--- config.mk ---
export PLATFORM = sky130hd
export DESIGN_NAME = rbank_file
export DESIGN_NICKNAME = d
export VERILOG_FILES = /design/src/rtl/rbank_pkg.sv /design/src/rtl/rbank_mode_ctl.sv /design/src/rtl/rbank_gpr.sv /design/src/rtl/rbank_saved.sv /design/src/rtl/rbank_file.sv
export SDC_FILE = /design/constraint.sdc
export NUM_CORES = 2
export LEC_CHECK = 0
export CAP_MARGIN = 20
export CORE_UTILIZATION = 55
export CTS_BUF_LIST = sky130_fd_sc_hd__clkbuf_2 sky130_fd_sc_hd__clkbuf_4 sky130_fd_sc_hd__clkbuf_8
export CTS_CLUSTER_DIAMETER = 80
export DETAILED_ROUTE_END_ITERATION = 8
export PLACE_DENSITY = 0.75
export REMOVE_ABC_BUFFERS = 1
export SYNTH_ARGS = -nofsm -noshare
export SYNTH_HDL_FRONTEND = slang
export SYNTH_SLANG_ARGS = --single-unit
export TNS_END_PERCENT = 5
--- constraint.sdc ---
create_clock -name clk -period 6.01 [get_ports clk]
set_input_delay 0.601 -clock clk [delete_from_list [all_inputs] [get_ports clk]]
set_output_delay 0.601 -clock clk [all_outputs]
set_load 0.02 [all_outputs]
--- src/rtl/rbank_pkg.sv ---
// Shared mode encodings, bank identifiers and the mode-to-bank mapping.
// Assumes a 5-bit mode field; any unlisted value maps to the user bank.
package rbank_pkg;

    localparam logic [4:0] MODE_USER    = 5'h10;
    localparam logic [4:0] MODE_FASTIRQ = 5'h11;
    localparam logic [4:0] MODE_IRQ     = 5'h12;
    localparam logic [4:0] MODE_SUPER   = 5'h13;
    localparam logic [4:0] MODE_ABORT   = 5'h17;
    localparam logic [4:0] MODE_UNDEF   = 5'h1B;
    localparam logic [4:0] MODE_SYSTEM  = 5'h1F;

    // Banks from IRQ upward own only the upper pair of registers.
    typedef enum logic [2:0] {
        BK_USER = 3'd0,
        BK_FAST = 3'd1,
        BK_IRQ  = 3'd2,
        BK_SUP  = 3'd3,
        BK_ABT  = 3'd4,
        BK_UND  = 3'd5
    } bank_e;

    typedef enum logic [1:0] {
        LOC_SHARED = 2'd0,
        LOC_FAST   = 2'd1,
        LOC_PRIV   = 2'd2
    } loc_e;

    localparam int NUM_PRIV_BANKS = 4;
    localparam int NUM_SAVED      = 5;

    function automatic bank_e mode_to_bank(input logic [4:0] m);
        case (m)
            MODE_FASTIRQ: return BK_FAST;
            MODE_IRQ:     return BK_IRQ;
            MODE_SUPER:   return BK_SUP;
            MODE_ABORT:   return BK_ABT;
            MODE_UNDEF:   return BK_UND;
            default:      return BK_USER;
        endcase
    endfunction

endpackage

--- src/rtl/rbank_mode_ctl.sv ---
// Holds the current mode value and decodes it to a bank identifier.
// Assumes mode_new is only sampled when mode_chg is high.
module rbank_mode_ctl
    import rbank_pkg::*;
(
    input  logic       clk,
    input  logic       rst_n,
    input  logic       mode_chg,
    input  logic [4:0] mode_new,
    output logic [4:0] mode_q,
    output bank_e      bank
);

    // Mode register: supervisor after reset, reloaded on request.
    always_ff @(posedge clk) begin
        if (!rst_n)        mode_q <= MODE_SUPER;
        else if (mode_chg) mode_q <= mode_new;
    end

    // Bank decode of the registered mode.
    always_comb bank = mode_to_bank(mode_q);


    mode_load_chk: assert property (@(posedge clk) disable iff (!rst_n)
        mode_chg |=> (mode_q == $past(mode_new)));


    mode_hold_chk: assert property (@(posedge clk) disable iff (!rst_n)
        !mode_chg |=> $stable(mode_q));

endmodule

--- src/rtl/rbank_gpr.sv ---
// General register storage: one shared set, a fast-interrupt set for the
// middle-to-upper indices and a private upper pair per exception bank.
// Assumes the bank input is stable between clock edges.
module rbank_gpr
    import rbank_pkg::*;
#(
    parameter int DATA_W   = 32,
    parameter int NUM_REGS = 16,
    parameter int FAST_LO  = 8,
    parameter int PRIV_LO  = 13,
    parameter int TOP_IDX  = 14
) (
    input  logic                        clk,
    input  logic                        rst_n,
    input  bank_e                       bank,
    input  logic [$clog2(NUM_REGS)-1:0] rd_a_idx,
    output logic [DATA_W-1:0]           rd_a_data,
    input  logic [$clog2(NUM_REGS)-1:0] rd_b_idx,
    output logic [DATA_W-1:0]           rd_b_data,
    input  logic                        wr_en,
    input  logic [$clog2(NUM_REGS)-1:0] wr_idx,
    input  logic [DATA_W-1:0]           wr_data
);

    localparam int IDX_W    = $clog2(NUM_REGS);
    localparam int FAST_CNT = TOP_IDX - FAST_LO + 1;
    localparam int PRIV_CNT = TOP_IDX - PRIV_LO + 1;
    localparam int FSLOT_W  = $clog2(FAST_CNT);
    localparam int PSLOT_W  = (PRIV_CNT > 1) ? $clog2(PRIV_CNT) : 1;
    localparam int PB_W     = $clog2(NUM_PRIV_BANKS);
    localparam logic [IDX_W-1:0] FAST_LO_I = IDX_W'(FAST_LO);
    localparam logic [IDX_W-1:0] PRIV_LO_I = IDX_W'(PRIV_LO);
    localparam logic [IDX_W-1:0] TOP_I     = IDX_W'(TOP_IDX);

    logic [DATA_W-1:0] shared_q [NUM_REGS];
    logic [DATA_W-1:0] fast_q   [FAST_CNT];
    logic [DATA_W-1:0] priv_q   [NUM_PRIV_BANKS][PRIV_CNT];

    function automatic loc_e loc_of(input logic [IDX_W-1:0] idx, input bank_e bk);
        if (bk == BK_FAST && idx >= FAST_LO_I && idx <= TOP_I) return LOC_FAST;
        if (bk >= BK_IRQ  && idx >= PRIV_LO_I && idx <= TOP_I) return LOC_PRIV;
        return LOC_SHARED;
    endfunction

    function automatic logic [FSLOT_W-1:0] fslot(input logic [IDX_W-1:0] idx);
        logic [IDX_W-1:0] off;
        off = idx - FAST_LO_I;
        return off[FSLOT_W-1:0];
    endfunction

    function automatic logic [PSLOT_W-1:0] pslot(input logic [IDX_W-1:0] idx);
        logic [IDX_W-1:0] off;
        off = idx - PRIV_LO_I;
        return off[PSLOT_W-1:0];
    endfunction

    function automatic logic [PB_W-1:0] pbank(input bank_e bk);
        logic [2:0] d;
        d = 3'(bk) - 3'(BK_IRQ);
        return d[PB_W-1:0];
    endfunction

    function automatic logic [DATA_W-1:0] fetch(input logic [IDX_W-1:0] idx, input bank_e bk);
        case (loc_of(idx, bk))
            LOC_FAST: return fast_q[fslot(idx)];
            LOC_PRIV: return priv_q[pbank(bk)][pslot(idx)];
            default:  return shared_q[idx];
        endcase
    endfunction

    loc_e             wr_loc;
    logic [FSLOT_W-1:0] wr_fslot;
    logic [PSLOT_W-1:0] wr_pslot;
    logic [PB_W-1:0]    wr_pbank;

    // Write target decode for the bank in force this cycle.
    always_comb begin
        wr_loc   = loc_of(wr_idx, bank);
        wr_fslot = fslot(wr_idx);
        wr_pslot = pslot(wr_idx);
        wr_pbank = pbank(bank);
    end

    genvar gi, gj;
    generate
        for (gi = 0; gi < NUM_REGS; gi++) begin : g_shared
            // Shared register gi: cleared on reset, loaded when targeted.
            always_ff @(posedge clk) begin
                if (!rst_n) shared_q[gi] <= '0;
                else if (wr_en && wr_loc == LOC_SHARED && wr_idx == IDX_W'(gi))
                    shared_q[gi] <= wr_data;
            end
        end
        for (gi = 0; gi < FAST_CNT; gi++) begin : g_fast
            // Fast-interrupt copy gi: cleared on reset, loaded when targeted.
            always_ff @(posedge clk) begin
                if (!rst_n) fast_q[gi] <= '0;
                else if (wr_en && wr_loc == LOC_FAST && wr_fslot == FSLOT_W'(gi))
                    fast_q[gi] <= wr_data;
            end
        end
        for (gi = 0; gi < NUM_PRIV_BANKS; gi++) begin : g_pbank
            for (gj = 0; gj < PRIV_CNT; gj++) begin : g_pslot
                // Private copy gj of exception bank gi.
                always_ff @(posedge clk) begin
                    if (!rst_n) priv_q[gi][gj] <= '0;
                    else if (wr_en && wr_loc == LOC_PRIV &&
                             wr_pbank == PB_W'(gi) && wr_pslot == PSLOT_W'(gj))
                        priv_q[gi][gj] <= wr_data;
                end
            end
        end
    endgenerate

    // Combinational read ports.
    always_comb begin
        rd_a_data = fetch(rd_a_idx, bank);
        rd_b_data = fetch(rd_b_idx, bank);
    end

    // Marks cycles whose previous cycle was out of reset.
    logic live_q;
    always_ff @(posedge clk) begin
        if (!rst_n) live_q <= 1'b0;
        else        live_q <= 1'b1;
    end


    wr_readback_chk: assert property (@(posedge clk) disable iff (!rst_n)
        (live_q && $past(wr_en) && rd_a_idx == $past(wr_idx) && bank == $past(bank))
        |-> (rd_a_data == $past(wr_data)));

endmodule

--- src/rtl/rbank_saved.sv ---
// One saved-status word per exception bank; the user bank has none.
// Assumes the bank input is stable between clock edges.
module rbank_saved
    import rbank_pkg::*;
#(
    parameter int DATA_W = 32
) (
    input  logic              clk,
    input  logic              rst_n,
    input  bank_e             bank,
    input  logic              saved_wr_en,
    input  logic [DATA_W-1:0] saved_wr_data,
    output logic [DATA_W-1:0] saved_rd_data
);

    localparam int SIDX_W = $clog2(NUM_SAVED);

    logic [DATA_W-1:0] saved_q [NUM_SAVED];
    logic [SIDX_W-1:0] sidx;
    logic [2:0]        sdiff;

    // Word index of the current exception bank.
    always_comb begin
        sdiff = 3'(bank) - 3'(BK_FAST);
        sidx  = sdiff[SIDX_W-1:0];
    end

    genvar gi;
    generate
        for (gi = 0; gi < NUM_SAVED; gi++) begin : g_word
            // Saved word gi: cleared on reset, loaded in its own bank only.
            always_ff @(posedge clk) begin
                if (!rst_n) saved_q[gi] <= '0;
                else if (saved_wr_en && bank != BK_USER && sidx == SIDX_W'(gi))
                    saved_q[gi] <= saved_wr_data;
            end
        end
    endgenerate

    // Read of the current bank's word, zero in the user bank.
    always_comb saved_rd_data = (bank == BK_USER) ? '0 : saved_q[sidx];

    logic live_q;
    // Marks cycles whose previous cycle was out of reset.
    always_ff @(posedge clk) begin
        if (!rst_n) live_q <= 1'b0;
        else        live_q <= 1'b1;
    end


    saved_wb_chk: assert property (@(posedge clk) disable iff (!rst_n)
        (live_q && $past(saved_wr_en) && bank != BK_USER && bank == $past(bank))
        |-> (saved_rd_data == $past(saved_wr_data)));


    saved_user_zero_chk: assert property (@(posedge clk) disable iff (!rst_n)
        (bank == BK_USER) |-> (saved_rd_data == '0));

endmodule

--- src/rtl/rbank_file.sv ---
// Top of the mode-banked register file: mode register, general register
// banks and saved-status words. All writes use the mode held before the edge.
module rbank_file
    import rbank_pkg::*;
#(
    parameter int DATA_W   = 32,
    parameter int NUM_REGS = 16
) (
    input  logic                        clk,
    input  logic                        rst_n,
    input  logic [$clog2(NUM_REGS)-1:0] rd_a_idx,
    output logic [DATA_W-1:0]           rd_a_data,
    input  logic [$clog2(NUM_REGS)-1:0] rd_b_idx,
    output logic [DATA_W-1:0]           rd_b_data,
    input  logic                        wr_en,
    input  logic [$clog2(NUM_REGS)-1:0] wr_idx,
    input  logic [DATA_W-1:0]           wr_data,
    input  logic                        mode_chg,
    input  logic [4:0]                  mode_new,
    output logic [4:0]                  mode_cur,
    input  logic                        saved_wr_en,
    input  logic [DATA_W-1:0]           saved_wr_data,
    output logic [DATA_W-1:0]           saved_rd_data
);

    bank_e bank;

    rbank_mode_ctl u_mode (
        .clk      (clk),
        .rst_n    (rst_n),
        .mode_chg (mode_chg),
        .mode_new (mode_new),
        .mode_q   (mode_cur),
        .bank     (bank)
    );

    rbank_gpr #(
        .DATA_W   (DATA_W),
        .NUM_REGS (NUM_REGS)
    ) u_gpr (
        .clk       (clk),
        .rst_n     (rst_n),
        .bank      (bank),
        .rd_a_idx  (rd_a_idx),
        .rd_a_data (rd_a_data),
        .rd_b_idx  (rd_b_idx),
        .rd_b_data (rd_b_data),
        .wr_en     (wr_en),
        .wr_idx    (wr_idx),
        .wr_data   (wr_data)
    );

    rbank_saved #(
        .DATA_W (DATA_W)
    ) u_saved (
        .clk           (clk),
        .rst_n         (rst_n),
        .bank          (bank),
        .saved_wr_en   (saved_wr_en),
        .saved_wr_data (saved_wr_data),
        .saved_rd_data (saved_rd_data)
    );

endmodule

* Word level (Yosys, flattened, before mapping)
Memories as Yosys holds them, arrays and structs flattened. Cells that the tools add are included.
Word-level totals: register bits after elaboration 5, latch bits 0, RAM bits 1152, memory bits (read-only) 0, input port bits 86, logic and storage cells 343, memories 4
Cells by class: add/sub/neg operators 8, $mul 0, div/mod/pow operators 0, $lt $le $gt $ge 12, equality and inequality tests 40, shift operators 0, multiplexer cells 176, bitwise logic cells 39, reduce and logical (&&, ||, !) cells 63
Memories:
- u_gpr.shared_q | words 16, width 32, read ports 2, clocked after memory_dff 0, write ports 16, line rbank_gpr.sv:35 | logic [DATA_W-1:0] shared_q [NUM_REGS];
- u_gpr.priv_q | words 4, width 64, read ports 1, clocked after memory_dff 0, write ports 4, line rbank_gpr.sv:37 | logic [DATA_W-1:0] priv_q [NUM_PRIV_BANKS][PRIV_CNT];
- u_gpr.fast_q | words 7, width 32, read ports 2, clocked after memory_dff 0, write ports 7, line rbank_gpr.sv:36 | logic [DATA_W-1:0] fast_q [FAST_CNT];
- u_saved.saved_q | words 5, width 32, read ports 1, clocked after memory_dff 0, write ports 5, line rbank_saved.sv:18 | logic [DATA_W-1:0] saved_q [NUM_SAVED];
Operators with widths (number):
- 2-to-1 mux 32 bit | 43
- one-hot mux 32 bit (2 select lines) | 2
- 2-to-1 mux 1 bit | 118
- logical AND 1 bit | 56
- OR 1 bit | 36
- equality test 4 bit (second input constant) | 8
- equality test 5 bit (second input constant) | 5
- >= comparator 4 bit (second input constant) | 6
- 2-to-1 mux 2 bit | 12
- equality test 4 x 3 -> 1 bit (second input constant) | 4
- one-hot mux 3 bit (5 select lines) | 1
- equality test 3 x 2 -> 1 bit (second input constant) | 4
- equality test 3 bit (second input constant) | 4
- <= comparator 4 bit (second input constant) | 3
- subtractor 3 x 1 -> 3 bit (second input constant) | 4
- equality test 2 bit (second input constant) | 5
- equality test 3 x 1 -> 1 bit (second input constant) | 3
- zero test 3 bit | 3
- equality test 2 x 1 -> 1 bit (second input constant) | 4
- equality test 4 x 2 -> 1 bit (second input constant) | 2
- equality test 4 x 1 -> 1 bit (second input constant) | 1
- >= comparator 2 bit (second input constant) | 2
- zero test 2 bit | 2
- zero test 4 bit | 1
- 6 further kinds | 9

* Logic depth before layout (Yosys ltp)
depth after elaboration 17, gate-level depth with buffers 15, depth with buffers taken out 9

* Cells and area by module
From an unflattened synthesis, not the netlist that was laid out.
Unflattened totals: cell total of the unflattened synthesis 4041, area total of the unflattened synthesis 59833.6 um2
Modules (own cells, without submodules):
- rbank_gpr | times used 1, cells an instance 3461, area each 52008.6 um2, sequential area each 29788.6 um2
- rbank_saved | times used 1, cells an instance 557, area each 7598.5 um2, sequential area each 4804.6 um2
- rbank_mode_ctl | times used 1, cells an instance 23, area each 226.5 um2, sequential area each 100.1 um2

* Least setup slack after synthesis
No wires, ideal clock.
path type reg2reg, start register u_mode.mode_q[2], end memory u_gpr.priv_q[1][32] (netlist bit) (enable), library setup time 0.466 ns, arrival 5.086 ns, setup slack 0.458 ns, stages on the path, launching flop included 15, path buffers 5, period minus slack after synthesis 5.552 ns, cell sequence dfxtp_1 > buf_4 > and3b_1 > buf_2 > a21boi_2 > buf_4 > buf_6 > inv_1 > ha_1 > a21o_1 > o31ai_4 > nand4bb_1 > buf_4 > or2_2 > o21ai_0
RTL lines:
- start: declaration | line rbank_mode_ctl.sv:10 | output logic [4:0] mode_q,
- start signal: assignment | line rbank_mode_ctl.sv:17 | else if (mode_chg) mode_q <= mode_new;
- end: declaration | line rbank_gpr.sv:37

* Final worst setup path
start register u_mode.mode_q[3], end output port rd_a_data[12]
Between the ends: word-level cells in the longest chain between the ends 11, elaborated cells on any way between the ends 26, classes of those cells 1 x add/sub; 1 x order compare; 8 x eq/ne; 11 x mux; 4 x reduce/logical; 1 x memory
RTL lines:
- equality test 5 bit | line rbank_pkg.sv:33 | case (m)
- one-hot mux 3 bit (5 select lines) (*) | line rbank_pkg.sv:33
- >= comparator 3 x 2 -> 1 bit | line rbank_gpr.sv:41 | if (bk >= BK_IRQ && idx >= PRIV_LO_I && idx <= TOP_I) return LOC_PRIV;
- logical AND 1 bit (2 in series) | line rbank_gpr.sv:41
- 2-to-1 mux 1 bit (2 in series) | line rbank_gpr.sv:41
- 2-to-1 mux 2 bit | line rbank_gpr.sv:42 | return LOC_SHARED;
- 2-to-1 mux 2 bit | line rbank_gpr.sv:41
- equality test 2 bit or equality test 2 x 1 -> 1 bit (tied branches) | line rbank_gpr.sv:64 | case (loc_of(idx, bk))
- one-hot mux 32 bit (2 select lines) (*) | line rbank_gpr.sv:64
- end: declaration | line rbank_file.sv:12 | output logic [DATA_W-1:0] rd_a_data,
Mark *: on every way between the ends. The rest lies on a longest branch, timed or not. The select of a mux whose other input is x is not followed.

==> flow_metrics.env <==
export IMPL_ios=187
export IMPL_synth_xor_area_share_pct=0.102
export IMPL_portBuffers=186
export IMPL_area_growth_pct=12.2
export IMPL_final_nets=4436
export IMPL_fin_skew_ns=0.0347
export IMPL_final_util_pct=62.6
export IMPL_tightest_slew_ns=1.25
export IMPL_dpl_cell_area_um2=63400
export IMPL_cp_required_ns=5.41
export IMPL_finalHoldViolations=0
export IMPL_synthAdderAreaFrac_pct=0.104
export IMPL_synthSimpleGateAreaFrac_pct=14.7
export IMPL_r2r_slack_ns=1.31
export IMPL_placed_cells=5549
export IMPL_synth_top_flop_cell="edfxtp_1"
export IMPL_ir_drop_v=0.000215
export IMPL_power_density_nw_per_um2=282
export IMPL_fill_cells=7713
export IMPL_crit_type="reg -> out"
export IMPL_post_route_cells_drive_above_1_share_pct=21.8
export IMPL_period_share_pct=97.5
export IMPL_htreeDepth=4
export IMPL_drcViolationCount=0
export IMPL_min_period_ns=5.86
export IMPL_rr_endpoint="u_gpr.priv_q[1][54]"
export IMPL_synth_top_area_share_pct=57.7
export IMPL_status="finished clean"
export IMPL_die_w_um=332
export IMPL_antenna_found_initial=10
export IMPL_clock_latency_ns=0.89
export IMPL_rr_worst_depth=10
export IMPL_crit_arrival_ns=5.26
export IMPL_min_path_cells=2
export IMPL_grt_overflow=0
export IMPL_ctsRootBufferMaster="clkbuf_8"
export IMPL_die_h_um=332
export IMPL_synth_seq_area_share_pct=57.9
export IMPL_grt_pass1_wl_um=261000
export IMPL_crit_path_max_fanout=32
export IMPL_r2r_start="u_mode.mode_q[3]"
export IMPL_drt_iter0_drc=5786
export IMPL_grt_max_degree=127
export IMPL_hp_start="rst_n"
export IMPL_synth_edf_count=1152
export IMPL_via_count=39500
export IMPL_initial_core_util_pct=55.8
export IMPL_synth_avg_cell_area_um2=14.1
export IMPL_post_cts_setup_buffers=0
export IMPL_async_reset_ff_share_pct=0
export IMPL_coreArea_um2=108000
export IMPL_synth_top_cell_by_area="edfxtp_1"
export IMPL_slew_headroom_pct=15.9
export IMPL_syn_instance_count=4265
export IMPL_ant_nets=0
export IMPL_hold_ws_ns=0.174
export IMPL_hpwl_um=107000
export IMPL_synth_commonest_cells="and2_1, edfxtp_1, mux4_2, clkbuf_1, mux2i_1"
export IMPL_cap_violations=0
export IMPL_numClockSinks=1157
export IMPL_rsz0062_at_grt="no"
export IMPL_clk_path_buf_depth=3
export IMPL_synth_top_family_by_area="multiplexers"
export IMPL_gp_congestion=0.882
export IMPL_rows=120
export IMPL_post_cts_resized=0
export IMPL_synth_seq_cells=1157
export IMPL_vias_per_cell=6.70
export IMPL_synth_top_cells_by_area="edfxtp_1, and2_1, mux4_2"
export IMPL_max_freq_mhz=171
export IMPL_worst_setup_path_end_kind="output pin"
export IMPL_hold_path_class="in -> reg"
export IMPL_instances_no_fill=5898
export IMPL_die_area_um2=110000
export IMPL_grt_pass1_vias=39400
export IMPL_yosys_warnings=0
export IMPL_dr_pass1_iters=9
export IMPL_slew_viol_final=0
export IMPL_synth_distinct_cells=60
export IMPL_final_setup_viol_count=0
export IMPL_startpoint_type="register"
export IMPL_wl_per_cell_um=30.8
export IMPL_power_leakage_nw=24.5
export IMPL_min_to="u_mode.mode_q[0]"
export IMPL_syn_area_um2=59900
export IMPL_cts_tree="built"
export IMPL_path_clk_slew_ns=0.06
export IMPL_synth_compound_area_share_pct=5.79
export IMPL_wl_um=182000
export IMPL_final_area_um2=67200
export IMPL_grt_use_total_pct=32.7
export IMPL_cts_hold_buffers=0
export IMPL_numCtsBuffers=183
export IMPL_yosys_cell_count_top_type="and2_1"
export IMPL_synthMuxAreaShare_pct=18.2
==> metal layers <==
metal | global-route usage [%] | share of wire, % | vias to the layer above
met5 | 0 | 0.019 | -
met1 | 42.0 | 36 | 19900
met2 | 51.7 | 47 | 2701
met4 | 15.8 | 4.8 | 6
li1 | - | - | 16300
met3 | 8.72 | 12 | 607
==> report_power, final <==
group | total, mW | leakage (nW) | switching, mW | internal (mW)
sequential | 9.39 | 11.8 | 0.150 | 9.24
combinational | 2.98 | 10.8 | 1.84 | 1.14
clock | 6.62 | 1.87 | 3.13 | 3.48
total | 19.0 | 24.5 | 5.12 | 13.9
==> stage by stage <==
stage,worst slack [ns],power [mW],TNS (ns)
after floorplan,-3.50,11.0,-5101.27
after global placement,1.36,12.4,0
after detailed placement,1.13,12.4,0
after CTS,0.193,18.9,0
after global routing,0.0553,19.5,0
final,0.151,19.0,0
==> cell usage in the layout (no fill, tap or decap), types with 32 or more instances in the layout <==
master              n
a21oi_1            32
and2_1           1153
buf_4             120
clkbuf_4           77
clkbuf_8          187
clkdlybuf4s50_1   175
clkinv_1           45
edfxtp_1         1152
mux2_2            130
mux2i_1           226
mux4_2            320
nand2_1           177
nand3_1            73
nor2_1             39
o2111ai_1          62
o21ai_0            66
o21ai_4            32
o221ai_1           63
o22ai_1            64
==> flip-flops by register name, indices dropped and copies added, names as in the netlist <==
signal,count
u_saved.saved_q,160
u_gpr.fast_q,224
u_mode.mode_q,5
u_gpr.shared_q,512
u_gpr.priv_q,256
==> worst max-delay path by stage <==
stage / slack [ns] / from / end / cells after the start
after CTS: 0.19 / u_mode.mode_q[3] / rd_a_data[11] / 8
after floorplan: -3.50 / u_mode.mode_q[4] / u_saved.saved_q[4][0] / 6
final: 0.15 / u_mode.mode_q[3] / rd_a_data[12] / 8
after detailed placement: 1.13 / u_mode.mode_q[3] / rd_a_data[11] / 8
after global routing: 0.06 / u_mode.mode_q[3] / rd_a_data[11] / 8
after global placement: 1.36 / u_mode.mode_q[3] / rd_a_data[12] / 8
==> layout make-up <==
| cell class | instances | area, µm² | area share, % |
|---|---|---|---|
| diodes | 5 | 12.5 | 0.0186 |
| repair buffers | 329 | 3320 | 4.94 |
| clock buffers | 264 | 3150 | 4.69 |
| well taps | 1403 | 1760 | 2.61 |
| flip-flops and latches | 1157 | 34700 | 51.6 |
| inverters | 12 | 45.0 | 0.0670 |
| multi-input cells | 2662 | 23900 | 35.5 |
| clock inverters | 66 | 379 | 0.564 |
==> cells by family (layout without fill, tap and decap cells) <==
family,count (synthesis),in the layout
fa+ha+maj,5,5
other cells,0,5
mux,676,676
flops,1157,1157
simple gates,1504,1504
xor+xnor,7,7
buf+inv,446,671
compound gates,470,470
==> worst max-delay path: stages (launching register included) <==
cell	delay [ns]
dfxtp_1	0.68
and4bb_4	0.32
inv_1	0.11
ha_1	0.30
inv_1	0.19
a21oi_4	0.29
nand3_2	0.87
o221ai_1	0.90
clkdlybuf4s50_1	0.73
Power figures use the tool's default switching activity.
